<file path="src/rtl/brk_pkg.sv">
// Shared types for the debug break comparator.
// Assumes three monitored buses at fixed indices: 0 fetch, 1 memory, 2 internal.
package brk_pkg;
    localparam int NBUS   = 3;
    localparam int BUS_IX = 2;   // internal bus index

    typedef enum logic [1:0] {
        CYC_OFF   = 2'b00,
        CYC_FETCH = 2'b01,
        CYC_DATA  = 2'b10,
        CYC_ANY   = 2'b11
    } cyc_e;

    typedef enum logic [1:0] {
        BUS_F    = 2'b00,
        BUS_M    = 2'b01,
        BUS_I    = 2'b10,
        BUS_NONE = 2'b11
    } bus_e;

    // Control word, MSB first: post[10] mst[9:8] size[7:6] dir[5:4] bus[3:2] cyc[1:0]
    typedef struct packed {
        logic       post;
        logic [1:0] mst;
        logic [1:0] size;
        logic [1:0] dir;
        bus_e       bus;
        cyc_e       cyc;
    } ctrl_t;

    localparam int CTRL_W = $bits(ctrl_t);
endpackage

</file>
<file path="src/rtl/brk_regs.sv">
// Per-channel configuration registers and sticky match flags.
// Assumes AW >= CTRL_W and AW >= NCH; a flag set wins over a clear in the same cycle.
module brk_regs
    import brk_pkg::*;
#(
    parameter int NCH = 4,
    parameter int AW  = 32,
    localparam int CHW = (NCH > 1) ? $clog2(NCH) : 1
) (
    input  logic                    clk,
    input  logic                    rst_n,
    input  logic                    reg_we,
    input  logic [CHW-1:0]          reg_ch,
    input  logic [1:0]              reg_sel,
    input  logic [AW-1:0]           reg_wdata,
    input  logic [NCH-1:0]          hit,
    output logic [NCH-1:0][AW-1:0]  cmp_addr,
    output logic [NCH-1:0][AW-1:0]  cmp_mask,
    output ctrl_t [NCH-1:0]         ctrl,
    output logic [NCH-1:0]          flags
);
    localparam logic [1:0] SEL_ADDR = 2'd0;
    localparam logic [1:0] SEL_MASK = 2'd1;
    localparam logic [1:0] SEL_CTRL = 2'd2;
    localparam logic [1:0] SEL_CLR  = 2'd3;

    logic clr_wr;
    assign clr_wr = reg_we && (reg_sel == SEL_CLR);

    for (genvar g = 0; g < NCH; g++) begin : g_ch
        logic ch_wr;
        assign ch_wr = reg_we && (reg_ch == CHW'(g));

        // Store address, mask and control on a write to this channel.
        always_ff @(posedge clk) begin
            if (!rst_n) begin
                cmp_addr[g] <= '0;
                cmp_mask[g] <= '0;
                ctrl[g]     <= '0;
            end else if (ch_wr) begin
                case (reg_sel)
                    SEL_ADDR: cmp_addr[g] <= reg_wdata;
                    SEL_MASK: cmp_mask[g] <= reg_wdata;
                    SEL_CTRL: ctrl[g]     <= ctrl_t'(reg_wdata[CTRL_W-1:0]);
                    default:  ;
                endcase
            end
        end

        // Sticky flag: set on a match, cleared by write-one-to-clear.
        always_ff @(posedge clk) begin
            if (!rst_n)                      flags[g] <= 1'b0;
            else if (hit[g])                 flags[g] <= 1'b1;
            else if (clr_wr && reg_wdata[g]) flags[g] <= 1'b0;
        end
    end
endmodule

</file>
<file path="src/rtl/brk_chan_match.sv">
// Combinational condition match for one channel against the selected bus.
// Assumes bus index 2 is the internal bus; fetch conditions never match there.
module brk_chan_match
    import brk_pkg::*;
#(
    parameter int AW = 32
) (
    input  ctrl_t                    ctrl,
    input  logic [AW-1:0]            cmp_addr,
    input  logic [AW-1:0]            cmp_mask,
    input  logic [NBUS-1:0]          bus_vld,
    input  logic [NBUS-1:0][AW-1:0]  bus_addr,
    input  logic [NBUS-1:0]          bus_wr,
    input  logic [NBUS-1:0][1:0]     bus_size,
    input  logic [NBUS-1:0]          bus_fetch,
    input  logic [NBUS-1:0]          bus_dma,
    output logic                     hit,
    output logic                     hit_fetch
);
    logic          vld, wr, fch, dma, on_ibus;
    logic [AW-1:0] addr;
    logic [1:0]    size;
    logic          addr_ok, cyc_ok, dir_ok, size_ok, mst_ok;

    // Pick the attributes of the selected bus; an unused selector gives no cycle.
    always_comb begin
        vld  = 1'b0;
        addr = '0;
        wr   = 1'b0;
        size = '0;
        fch  = 1'b0;
        dma  = 1'b0;
        for (int b = 0; b < NBUS; b++) begin
            if (ctrl.bus == bus_e'(b)) begin
                vld  = bus_vld[b];
                addr = bus_addr[b];
                wr   = bus_wr[b];
                size = bus_size[b];
                fch  = bus_fetch[b];
                dma  = bus_dma[b];
            end
        end
    end

    assign on_ibus = (ctrl.bus == BUS_I);
    assign addr_ok = (((addr ^ cmp_addr) & ~cmp_mask) == '0);

    // Cycle-type check with the fetch restriction on the internal bus.
    always_comb begin
        case (ctrl.cyc)
            CYC_FETCH: cyc_ok = fch && !on_ibus;
            CYC_DATA:  cyc_ok = !fch;
            CYC_ANY:   cyc_ok = fch ? !on_ibus : 1'b1;
            default:   cyc_ok = 1'b0;
        endcase
    end

    // Direction, size and master filters, each with a don't-care code.
    always_comb begin
        case (ctrl.dir)
            2'b01:   dir_ok = !wr;
            2'b10:   dir_ok = wr;
            default: dir_ok = 1'b1;
        endcase
        size_ok = (ctrl.size == 2'b00) || (ctrl.size == size);
        case (ctrl.mst)
            2'b01:   mst_ok = !on_ibus || !dma;
            2'b10:   mst_ok = !on_ibus || dma;
            default: mst_ok = 1'b1;
        endcase
    end

    assign hit       = vld && addr_ok && cyc_ok && dir_ok && size_ok && mst_ok;
    assign hit_fetch = hit && fch;
endmodule

</file>
<file path="src/rtl/brk_seq.sv">
// Registers match results and sequences pre- and post-execution break requests.
// Assumes a post break waits for an insn_done strobe in a later cycle than its fetch.
module brk_seq #(
    parameter int NCH = 4
) (
    input  logic           clk,
    input  logic           rst_n,
    input  logic [NCH-1:0] hit,
    input  logic [NCH-1:0] hit_fetch,
    input  logic [NCH-1:0] post_sel,
    input  logic           insn_done,
    output logic [NCH-1:0] ch_match,
    output logic           trig,
    output logic           brk_pre,
    output logic           brk_post
);
    logic pend_q, pre_now, post_now;

    assign post_now = |(hit_fetch & post_sel);
    assign pre_now  = |(hit & ~(hit_fetch & post_sel));

    // Register matches, trigger, break pulses and the pending post break.
    always_ff @(posedge clk) begin
        if (!rst_n) begin
            ch_match <= '0;
            trig     <= 1'b0;
            brk_pre  <= 1'b0;
            brk_post <= 1'b0;
            pend_q   <= 1'b0;
        end else begin
            ch_match <= hit;
            trig     <= |hit;
            brk_pre  <= pre_now;
            brk_post <= pend_q && insn_done;
            pend_q   <= post_now || (pend_q && !insn_done);
        end
    end
endmodule

</file>
<file path="src/rtl/brk_unit.sv">
// Top of the debug break comparator: NCH channels over three monitored buses.
// Assumes bus order fetch, memory, internal and a single write port for setup.
module brk_unit
    import brk_pkg::*;
#(
    parameter int NCH = 4,
    parameter int AW  = 32,
    localparam int CHW = (NCH > 1) ? $clog2(NCH) : 1
) (
    input  logic                    clk,
    input  logic                    rst_n,
    input  logic [2:0]              bus_vld,
    input  logic [2:0][AW-1:0]      bus_addr,
    input  logic [2:0]              bus_wr,
    input  logic [2:0][1:0]         bus_size,
    input  logic [2:0]              bus_fetch,
    input  logic [2:0]              bus_dma,
    input  logic                    insn_done,
    input  logic                    reg_we,
    input  logic [CHW-1:0]          reg_ch,
    input  logic [1:0]              reg_sel,
    input  logic [AW-1:0]           reg_wdata,
    output logic [NCH-1:0]          ch_match,
    output logic [NCH-1:0]          flags,
    output logic                    trig,
    output logic                    brk_pre,
    output logic                    brk_post
);
    logic [NCH-1:0][AW-1:0] cmp_addr, cmp_mask;
    ctrl_t [NCH-1:0]        ctrl;
    logic [NCH-1:0]         hit, hit_fetch, post_sel;

    brk_regs #(.NCH(NCH), .AW(AW)) u_regs (
        .clk(clk), .rst_n(rst_n), .reg_we(reg_we), .reg_ch(reg_ch),
        .reg_sel(reg_sel), .reg_wdata(reg_wdata), .hit(hit),
        .cmp_addr(cmp_addr), .cmp_mask(cmp_mask), .ctrl(ctrl), .flags(flags)
    );

    for (genvar g = 0; g < NCH; g++) begin : g_match
        brk_chan_match #(.AW(AW)) u_match (
            .ctrl(ctrl[g]), .cmp_addr(cmp_addr[g]), .cmp_mask(cmp_mask[g]),
            .bus_vld(bus_vld), .bus_addr(bus_addr), .bus_wr(bus_wr),
            .bus_size(bus_size), .bus_fetch(bus_fetch), .bus_dma(bus_dma),
            .hit(hit[g]), .hit_fetch(hit_fetch[g])
        );
        assign post_sel[g] = ctrl[g].post;
    end

    brk_seq #(.NCH(NCH)) u_seq (
        .clk(clk), .rst_n(rst_n), .hit(hit), .hit_fetch(hit_fetch),
        .post_sel(post_sel), .insn_done(insn_done), .ch_match(ch_match),
        .trig(trig), .brk_pre(brk_pre), .brk_post(brk_post)
    );
endmodule

</file>
<file path="config.mk">
export PLATFORM = sky130hd
export DESIGN_NAME = brk_unit
export DESIGN_NICKNAME = d
export VERILOG_FILES = /design/src/rtl/brk_pkg.sv /design/src/rtl/brk_regs.sv /design/src/rtl/brk_chan_match.sv /design/src/rtl/brk_seq.sv /design/src/rtl/brk_unit.sv
export SDC_FILE = /design/constraint.sdc
export NUM_CORES = 1
export LEC_CHECK = 0
export BUFFER_PORTS_ARGS = -buffer_cell sky130_fd_sc_hd__buf_4
export CAP_MARGIN = 25
export CORE_ASPECT_RATIO = 0.8
export CORE_MARGIN = 3
export CORE_UTILIZATION = 60
export DETAILED_ROUTE_END_ITERATION = 12
export PLACE_DENSITY = 0.81
export SLEW_MARGIN = 40
export SYNTH_ARGS = -nofsm -noshare
export SYNTH_HDL_FRONTEND = slang
export SYNTH_SLANG_ARGS = --single-unit
export TNS_END_PERCENT = 1
</file>
<file path="constraint.sdc">
create_clock -name clk -period 7.55 [get_ports clk]
set_input_delay 1.1325 -clock clk [delete_from_list [all_inputs] [get_ports clk]]
set_output_delay 1.1325 -clock clk [all_outputs]
set_load 0.01 [all_outputs]
</file>
# Yosys cells after proc, flatten, opt, wreduce, memory -nomap -nowiden
# Cells that the tools add are included.
# word_totals
word_cells	300
ff_bits	312
output_inout_bits	11
# classes
reduce_logical	102
muxes	96
bitwise	15
n_eq_ne	46
# ops
op	count
$mux 32	12
$and 32x32->32	4
$logic_not 32->1	4
$not 32->32	4
$xor 32x32->32	4
$mux 1	60
$eq 2x2->1 const B	24
$logic_and 1x1->1	39
$eq 2x1->1 const B	18
$mux 2	12
$reduce_and 2->1	12
$logic_not 2->1	10
$logic_not 1->1	17
$pmux 1 s2	8
$logic_or 1x1->1	13
$pmux 1 s3	4
$reduce_or 4->1	3
$and 4x4->4	2
$eq 2x2->1	4
$reduce_bool 2->1	4
$not 4->4	1

# Longest topological paths before layout
# Gate-level depths: netlist of the first run.
# logic_depth
word_depth	17
depth_mapped	11
mapped_depth_nobuf	10

# Modules after synthesis
# Synthesis of the first run repeated with hierarchy kept, for this count alone.
# unflattened
hier_cells	2010
area_unflattened_um2	18093.6
# modules_own_cells
mod	area_each_um2	n_inst	cells_each
brk_regs	10898.0	1	1049
brk_chan_match	1730.4	4	234
brk_seq	274.0	1	25

# Worst setup path after synthesis of the first run
# No wires, ideal clock.
# synth_timing
path_kind	input port to flip-flop
startpoint	input bus_size[5] (netlist name)
endpoint	register u_seq.brk_pre
setup_time_ns	0.083
required_ns	7.467
arrival_ns	2.757
slack_ns	4.710
path_stages	8
cell_sequence	nor2b_1 > o311ai_0 > o21ai_0 > nor4_1 > nand4_1 > a2111oi_2 > a32oi_1 > o221ai_1
# synth_via
elab_chain_len	10
word_cells_on_any_way	28
# synth_lines
item	line	source
from (decl)	brk_unit.sv:15	input logic [2:0][1:0] bus_size,
$mux 2	brk_chan_match.sv:34	if (ctrl.bus == bus_e'(b)) begin
$eq 2x2->1	brk_chan_match.sv:65	size_ok = (ctrl.size == 2'b00) || (ctrl.size == size);
$logic_or 1x1->1	brk_chan_match.sv:65	
$logic_and 1x1->1 (2 in a row)	brk_chan_match.sv:73	assign hit = vld && addr_ok && cyc_ok && dir_ok && size_ok && mst_ok;
$logic_and 1x1->1	brk_chan_match.sv:74	assign hit_fetch = hit && fch;
$and 4x4->4	brk_seq.sv:20	assign pre_now = |(hit & ~(hit_fetch & post_sel));
$not 4->4	brk_seq.sv:20	
$and 4x4->4 (*)	brk_seq.sv:20	
$reduce_or 4->1 (*)	brk_seq.sv:20	
to (signal assigned)	brk_seq.sv:33	brk_pre <= pre_now;
to (decl)	brk_seq.sv:14	output logic brk_pre,
# Every way passes the cells marked *; elsewhere a longest branch is shown, timed or not.
# A chain may end at the register's enable or synchronous reset.

# Worst setup path after layout of the first run
# layout_timing
startpoint	register, netlist name u_regs.ctrl[3]
endpoint	register u_seq.pend_q
# layout_via
elab_chain_len	16
word_cells_on_any_way	46
# layout_lines
item	line	source
$logic_not 2->1	brk_chan_match.sv:34	
$mux 32 (3 in a row)	brk_chan_match.sv:34	
$xor 32x32->32	brk_chan_match.sv:46	assign addr_ok = (((addr ^ cmp_addr) & ~cmp_mask) == '0);
$and 32x32->32	brk_chan_match.sv:46	
$logic_not 32->1	brk_chan_match.sv:46	
$logic_and 1x1->1 (5 in a row)	brk_chan_match.sv:73	
$logic_and 1x1->1 (*)	brk_chan_match.sv:74	
$and 4x4->4 (*)	brk_seq.sv:19	assign post_now = |(hit_fetch & post_sel);
$reduce_or 4->1 (*)	brk_seq.sv:19	
$logic_or 1x1->1 (*)	brk_seq.sv:35	pend_q <= post_now || (pend_q && !insn_done);
to (signal assigned)	brk_seq.sv:35	
to (decl)	brk_seq.sv:17	logic pend_q, pre_now, post_now;
# Marked as above.

==> qor.csv, run 1 <==
stage,metric,value,unit
yosys,syn_area,18200,sq um
route,drt.antenna.violating_nets,0,
pwr,p_leak,7.26,nW
timing,drv_slew,0,
yosys,synth.most_common_cell,nand2_1,
floorplanning,die_w,201,um
timing,fin_crit_sh,0.507,
timing,tightestPinTransition,1.05,ns
yosys,synth.distinct_cells,64,
yosys,ys_ff_latch,312,
global_routing,grt_pass1_wl,117000,um
timing,finalClockSkew,0.00904,ns
timing,tns,0,ns
worst_setup_path,critPathCaptureType,flop,
yosys,avgSynthCellArea,7.67,sq um
timing,slew_headroom,0.291,
placement,gp_congestion,1.08,
global_routing,antenna_found_initial,5,
yosys,yosys.area.top_type,dfxtp_1,
route,wl,82200,um
worst_setup_path,critical_path_class,flop to flop,
route,vias_per_cell,6.69,
yosys,synth_common_cells,"nand2_1 (551), dfxtp_1 (312), a21oi_1 (270), mux2i_1 (201), nor2_1 (158)",
yosys,syn_inst,2368,
timing,hold_viol_final,0,
clock_network,clock_latency,0.54,ns
worst_setup_path,cp.required,8.00,ns
yosys,yosysWarnings,0,
layout,area_growth,13.5,%
placement,dpl.cell_count,2791,
clock_network,cts_tree,done,
run,maxCapViolations,0,
yosys,synth.net_count,2534,
layout,final_nets,2588,
global_routing,grt_max_degree,167,
layout,stdcell_area,20600,sq um
hold_path,hold-path-cell-count,2,
worst_setup_path,r2r_cells,9,
route,wl_per_cell,28.8,um
yosys,synth_top_area_frac,0.344,
placement,placed_area,19400,sq um
floorplanning,core_area,29600,sq um
timing,fmax,0.261,GHz
floorplanning,start_util,0.614,
route,drcViolationCount,0,
route,num_vias,19100,
pwr,peakVddDrop,232,uV
placement,port_buffers,162,
timing,finalSetupViolCount,0,
worst_setup_path,critPathMaxFanout,40,
placement,dp_hpwl,58300,um
floorplanning,fp.dieArea,32400,sq um
floorplanning,fp.dieH,162,um
global_routing,gr-total-overflow,0,
clock_network,numCtsBuffers,35,
pwr,p_per_area,193,nW/um^2
layout,final_cells,2858,
floorplanning,io_pins,165,
clock_network,cts_max_path_buffers,3,
global_routing,grt_usage,0.486,
clock_network,htree_levels,2,
worst_setup_path,rrSetupSlack,3.72,ns
worst_setup_path,cp.arrival,4.28,ns
floorplanning,rows,56,
global_routing,grt_pass1_vias,17700,
clock_network,clock-sinks,312,
route,drt_iter0_markers,2619,
status,status,"finished, final reports clean",
clock_network,cts_hold_buf,0,
timing,grt_setup_unrepaired,no,
hold_path,min_path_type,flop to flop,
yosys,ys_async_sr_fraction,0,
yosys,ys_top_cells_by_area,"dfxtp_1 (34%), nand2_1 (11%), mux2i_1 (11%)",
clock_network,path_clk_slew,0.06,ns
yosys,synth-edff-count,0,
yosys,synthFlopType,dfxtp_1,
route,dr.pass1.iters,6,
layout,fin_util,0.697,
worst_setup_path,start_kind,flop,
timing,whs,0.458,ns
layout,final_layout_size_suffix_gt1_frac,0.112,
timing,min_period,3.83,ns
clock_network,clock-root-buffer,clkbuf_16,
clock_network,cts_resized,0,
yosys,synth.yosys.seq_area_share,0.344,
clock_network,post-cts-setup-buffer-count,0,
per-layer routing:
layer,global-route usage,up-vias,part of all wire
li1,-,8194,-
met1,0.617,8948,0.35
met2,0.695,1580,0.41
met3,0.173,407,0.16
met4,0.320,0,0.081
met5,0,-,0
report_power, final:
part / switching (W) / leakage, nW / internal, W
clock network: 0.000733 / 0.565 / 0.00103
logic: 0.000357 / 4.17 / 0.000176
registers: 0.0000239 / 2.52 / 0.00167
total: 0.00111 / 7.26 / 0.00287
cell usage in the layout, fill, tap and decap left out, drive strengths merged, types with 5 or more instances in the layout:
| cell | count |
|---|---|
| a21oi | 272 |
| a22oi | 25 |
| and3 | 5 |
| buf | 188 |
| clkbuf | 50 |
| dfxtp | 312 |
| diode | 7 |
| ha | 12 |
| inv | 33 |
| mux2 | 7 |
| mux2i | 201 |
| nand2 | 551 |
| nand2b | 43 |
| nand3 | 17 |
| nand3b | 20 |
| nand4 | 11 |
| nand4b | 16 |
| nor2 | 158 |
| nor2b | 86 |
| nor3 | 29 |
| nor3b | 11 |
| nor4 | 16 |
| o2111ai | 10 |
| o211ai | 5 |
| o21ai | 33 |
| o221ai | 8 |
| o22ai | 60 |
| o2bb2ai | 14 |
| o311ai | 7 |
| or4 | 7 |
| xnor2 | 72 |
| xor2 | 103 |
cell families (layout without fill, tap and decap cells):
group | Yosys count | after routing | synth area share
buffers and inverters | 201 | 278 | 0.0464
XOR/XNOR | 175 | 175 | 0.0844
other | 0 | 7 | 0
AO/OA/AOI/OAI | 478 | 478 | 0.158
adder cells (fa/ha/maj) | 12 | 12 | 0.00827
AND/OR/NAND/NOR | 982 | 982 | 0.244
multiplexers | 208 | 208 | 0.115
flip-flops | 312 | 312 | 0.344
critical path, stage by stage, from the launching register on:
cell,delay [ns]
dfxtp_4,0.72
buf_4,0.57
mux2i_1,0.56
xnor2_1,0.12
a22oi_1,0.17
nand4_1,0.13
or4_4,0.57
nor4_4,0.58
a21oi_2,0.12
a41oi_2,0.15
final timing paths:
| path | from | to |
|---|---|---|
| worst max register to register | u_regs.ctrl[3] | u_seq.pend_q |
| worst min register to register | u_regs.cmp_mask[22] | u_regs.cmp_mask[22] |
| worst max-delay path | u_regs.ctrl[3] | u_seq.pend_q |
| worst min-delay path | u_regs.cmp_mask[22] | u_regs.cmp_mask[22] |
metrics by stage:
step,power (W),setup slack (ns)
final,0.00399,3.72
after detailed placement,0.00222,3.65
after global placement,0.00221,3.55
after global routing,0.00406,3.68
after floorplan,0.00197,4.71
after CTS,0.00394,3.83
flip-flops by register name, indices dropped and copies added, names as in the netlist:
| name | count |
|---|---|
| u_seq.brk_post | 1 |
| u_regs.flags | 4 |
| u_seq.trig | 1 |
| u_seq.pend_q | 1 |
| u_seq.brk_pre | 1 |
| u_regs.cmp_mask | 128 |
| u_seq.ch_match | 4 |
| u_regs.ctrl | 44 |
| u_regs.cmp_addr | 128 |
layout make-up:
| type | count | area, sq um |
|---|---|---|
| sequential | 312 | 6260 |
| multi-input combinational | 1855 | 11100 |
| inverter | 30 | 125 |
| tap | 406 | 508 |
| fill | 2489 | 8960 |
| timing repair buffer | 188 | 1420 |
| clock buffer | 50 | 1000 |
| antenna | 7 | 17.5 |
| clock inverter | 10 | 143 |
Power figures use the tool's default switching activity.
==> run 2, diff against run 1 <==
--- a/config.mk
+++ b/config.mk
@@ -5,13 +5,14 @@
 export SDC_FILE = /design/constraint.sdc
 export NUM_CORES = 1
 export LEC_CHECK = 0
+export ABC_AREA = 1
 export BUFFER_PORTS_ARGS = -buffer_cell sky130_fd_sc_hd__buf_4
 export CAP_MARGIN = 25
 export CORE_ASPECT_RATIO = 0.8
 export CORE_MARGIN = 3
-export CORE_UTILIZATION = 60
+export CORE_UTILIZATION = 54
 export DETAILED_ROUTE_END_ITERATION = 12
-export PLACE_DENSITY = 0.81
+export PLACE_DENSITY = 0.78
 export SLEW_MARGIN = 40
 export SYNTH_ARGS = -nofsm -noshare
 export SYNTH_HDL_FRONTEND = slang
==> constraint.sdc (replaced) <==
create_clock -name clk -period 3.27 [get_ports clk]
set_input_delay 0.4905 -clock clk [delete_from_list [all_inputs] [get_ports clk]]
set_output_delay 0.4905 -clock clk [all_outputs]
set_load 0.01 [all_outputs]
==> run 2 against run 1 <==
Final cell count increased by 16%. Clock skew grew 0.011 ns. Global-route usage fell by 6.4 points. Synthesized cell count rose by 17%. Total power increased by 140%. Design area is 1.9% lower. Hold slack lost 0.27 ns. Routed wire length decreased by 9.4%. Combinational power grew to 2.5 times the previous value. Sequential share of layout area is 0.50 points higher. Critical path type unchanged.
==> qor.csv, run 2 <==
stage,metric,value,unit,change
status,status,"finished, final reports clean",,
hold_path,min_path_type,input port to flop,,
clock_network,cts_resized,0,,unchanged
global_routing,grt_pass1_wl,111000,um,-5.2%
floorplanning,fp.dieArea,34400,sq um,+6.2%
yosys,syn_inst,2765,,+17%
timing,fmax,0.353,GHz,+35%
clock_network,htree_levels,2,,unchanged
global_routing,antenna_found_initial,2,,-3
layout,fin_util,0.641,,-0.0562
route,drt_iter0_markers,2995,,+14%
floorplanning,die_w,207,um,+3.1%
route,vias_per_cell,6.18,,-7.7%
floorplanning,fp.dieH,167,um,+3.1%
timing,drv_slew,0,,unchanged
floorplanning,core_area,31600,sq um,+6.8%
pwr,p_per_area,465,nW/um^2,+140%
worst_setup_path,critPathCaptureType,flop,,
yosys,synthFlopType,dfxtp_1,,
yosys,avgSynthCellArea,6.29,sq um,-18%
floorplanning,rows,58,,+3.6%
timing,finalSetupViolCount,0,,unchanged
yosys,synth.net_count,2931,,+16%
placement,dp_hpwl,50900,um,-13%
clock_network,post-cts-setup-buffer-count,0,,unchanged
route,wl_per_cell,22.4,um,-22%
yosys,ys_top_cells_by_area,"dfxtp_1 (36%), nand2_1 (14%), o21ai_0 (11%)",,
layout,multi_input_area,9370,sq um,-16%
yosys,yosys.area.top_type,dfxtp_1,,
timing,finalClockSkew,0.0200,ns,+0.0109 ns
hold_path,min_to,u_seq.brk_post,,
worst_setup_path,start_kind,flop,,
yosys,ys_async_sr_fraction,0,,unchanged
layout,ff_latch_area,6250,sq um,-0.24%
timing,min_period,2.84,ns,-0.991 ns
worst_setup_path,critPathMaxFanout,17,,-57%
layout,stdcell_area,20200,sq um,-1.9%
yosys,synth_top_area_frac,0.359,,+0.0151
route,drt.antenna.violating_nets,0,,unchanged
worst_setup_path,cp.arrival,3.32,ns,-0.96 ns
worst_setup_path,critical_path_class,flop to flop,,
yosys,yosysWarnings,0,,unchanged
timing,whs,0.184,ns,-0.273 ns
run,maxCapViolations,0,,unchanged
clock_network,clock-root-buffer,clkbuf_16,,
clock_network,path_clk_slew,0.07,ns,about the same
yosys,ys_ff_latch,312,,unchanged
timing,fin_crit_sh,0.867,,+0.360
timing,tightestPinTransition,0.768,ns,-0.284 ns
layout,most-common-layout-cells,"nand2_1 (626), o21ai_0 (392), dfxtp_1 (312), nor2_1 (305), inv_1 (286)",,
clock_network,numCtsBuffers,35,,unchanged
worst_setup_path,r2r_cells,14,,+5
floorplanning,start_util,0.551,,-0.0630
placement,gp_congestion,1.03,,-4.3%
pwr,peakVddDrop,476,uV,+100%
global_routing,grt_usage,0.422,,-0.0638
floorplanning,io_pins,165,,unchanged
timing,slew_headroom,0.488,,+0.197
yosys,synth_common_cells,"nand2_1 (626), o21ai_0 (392), dfxtp_1 (312), nor2_1 (309), inv_1 (288)",,
timing,grt_setup_unrepaired,no,,
layout,final_layout_size_suffix_gt1_frac,0.107,,-0.00499
route,num_vias,20500,,+7.1%
layout,fill_cells,2929,,+18%
worst_setup_path,cp.required,3.75,ns,-4.25 ns
route,drcViolationCount,0,,unchanged
global_routing,gr-total-overflow,0,,unchanged
timing,hold_viol_final,0,,unchanged
timing,tns,0,ns,unchanged
yosys,synth.yosys.seq_area_share,0.359,,+0.0151
placement,dpl.cell_count,3254,,+17%
yosys,synth-edff-count,0,,unchanged
yosys,syn_area,17400,sq um,-4.2%
clock_network,clock_latency,0.53,ns,about the same
global_routing,grt_max_degree,123,,-26%
clock_network,cts_tree,done,,
route,wl,74500,um,-9.4%
worst_setup_path,r2r-start,u_regs.ctrl[25],,
placement,port_buffers,162,,unchanged
pwr,p_leak,9.06,nW,+25%
yosys,synth.distinct_cells,27,,-58%
layout,reg_top3,"u_regs.cmp_addr: 128 flops, u_regs.cmp_mask: 128 flops, u_regs.ctrl: 44 flops",,
clock_network,cts_max_path_buffers,3,,unchanged
global_routing,grt_pass1_vias,19000,,+7.2%
clock_network,clock-sinks,312,,unchanged
hold_path,hold_start,insn_done,,
worst_setup_path,r2r-end,u_seq.brk_pre,,
layout,area_growth,16.2,%,
layout,antenna_cells,0,,-7
worst_setup_path,rrSetupSlack,0.43,ns,-3.29 ns
hold_path,hold-path-cell-count,3,,+1
route,dr.pass1.iters,6,,unchanged
layout,final_nets,3037,,+17%
layout,final_common_cell,nand2_1,,
clock_network,cts_hold_buf,0,,unchanged
placement,placed_area,19000,sq um,-2.0%
yosys,synth.most_common_cell,nand2_1,,
layout,final_cells,3317,,+16%
-- run 2: cell count changes after synthesis, moves of 86 or more --
cell	before	now
mux2i_1	201	0
nor2_1	158	309
nor2b_1	86	0
xor2_1	103	2
nand4_1	11	111
o21ai_0	33	392
inv_1	30	288
nand3_1	17	232
-- run 2: worst max-delay path by stage --
stage / startpoint / to / slack [ns] / cells past startpoint
global placement: u_regs.ctrl[35] / u_seq.brk_pre / 0.62 / 15
finish: u_regs.ctrl[25] / u_seq.brk_pre / 0.43 / 14
global route: u_regs.ctrl[25] / u_seq.brk_pre / 0.18 / 14
detailed placement: u_regs.ctrl[35] / u_seq.brk_pre / 0.61 / 15
CTS: u_regs.ctrl[35] / u_seq.brk_pre / 0.58 / 15
floorplan: reg_we / u_regs.cmp_mask[89] / 1.48 / 9
-- run 2: worst max-delay path, cell delays in order, from the launching register on --
cell	delay [ns]
dfxtp_1	0.60
buf_4	0.41
nor2_1	0.12
buf_4	0.20
nand2_1	0.09
nand4_1	0.07
nand3_1	0.09
nand2_1	0.05
nor2_1	0.34
nand2_1	0.11
nor2_1	0.14
nand3_1	0.22
nor2_1	0.15
o21ai_1	0.07
nand2_1	0.10
-- run 2: power breakdown --
part	internal (W)	total, W	switching, W
sequential	0.00388	0.00392	0.0000415
combinational	0.000436	0.00134	0.000900
clock	0.00243	0.00414	0.00170
-- run 2: metal layers --
layer / GRT usage / vias up / share of wire / wire (um)
li1: - / 9318 / - / -
met1: 0.579 / 9258 / 0.38 / 28300
met2: 0.590 / 1543 / 0.39 / 29100
met3: 0.127 / 372 / 0.16 / 11800
met4: 0.231 / 4 / 0.069 / 5150
met5: 0 / - / 0.00067 / 50
-- run 2: kinds of logic (layout without fill, tap and decap cells) --
logic type / Yosys count / count (layout) / share of synthesized area
xor gates and xnor gates: 2 / 2 / 0.00101
buffers and inverters: 450 / 582 / 0.104
DFF: 312 / 312 / 0.359
AOI/OAI and AO/OA: 606 / 606 / 0.175
and+or+nand+nor: 1383 / 1383 / 0.353
adders and majority gates: 12 / 12 / 0.00863
-- run 2: layout make-up --
type                       instances  share of cell area
timing repair buffer             222              0.0875
inverter                         297              0.0554
multi-input combinational       2003               0.463
clock inverter                    14             0.00656
tap                              420              0.0260
sequential                       312               0.309
clock buffer                      49              0.0525
-- run 2: per-stage QoR --
step,power (W),worst slack (ns)
2_1_floorplan,0.00469,1.48
3_3_place_gp,0.00524,0.624
3_5_place_dp,0.00527,0.611
4_1_cts,0.00932,0.576
5_1_grt,0.00963,0.178
6_report,0.00940,0.435
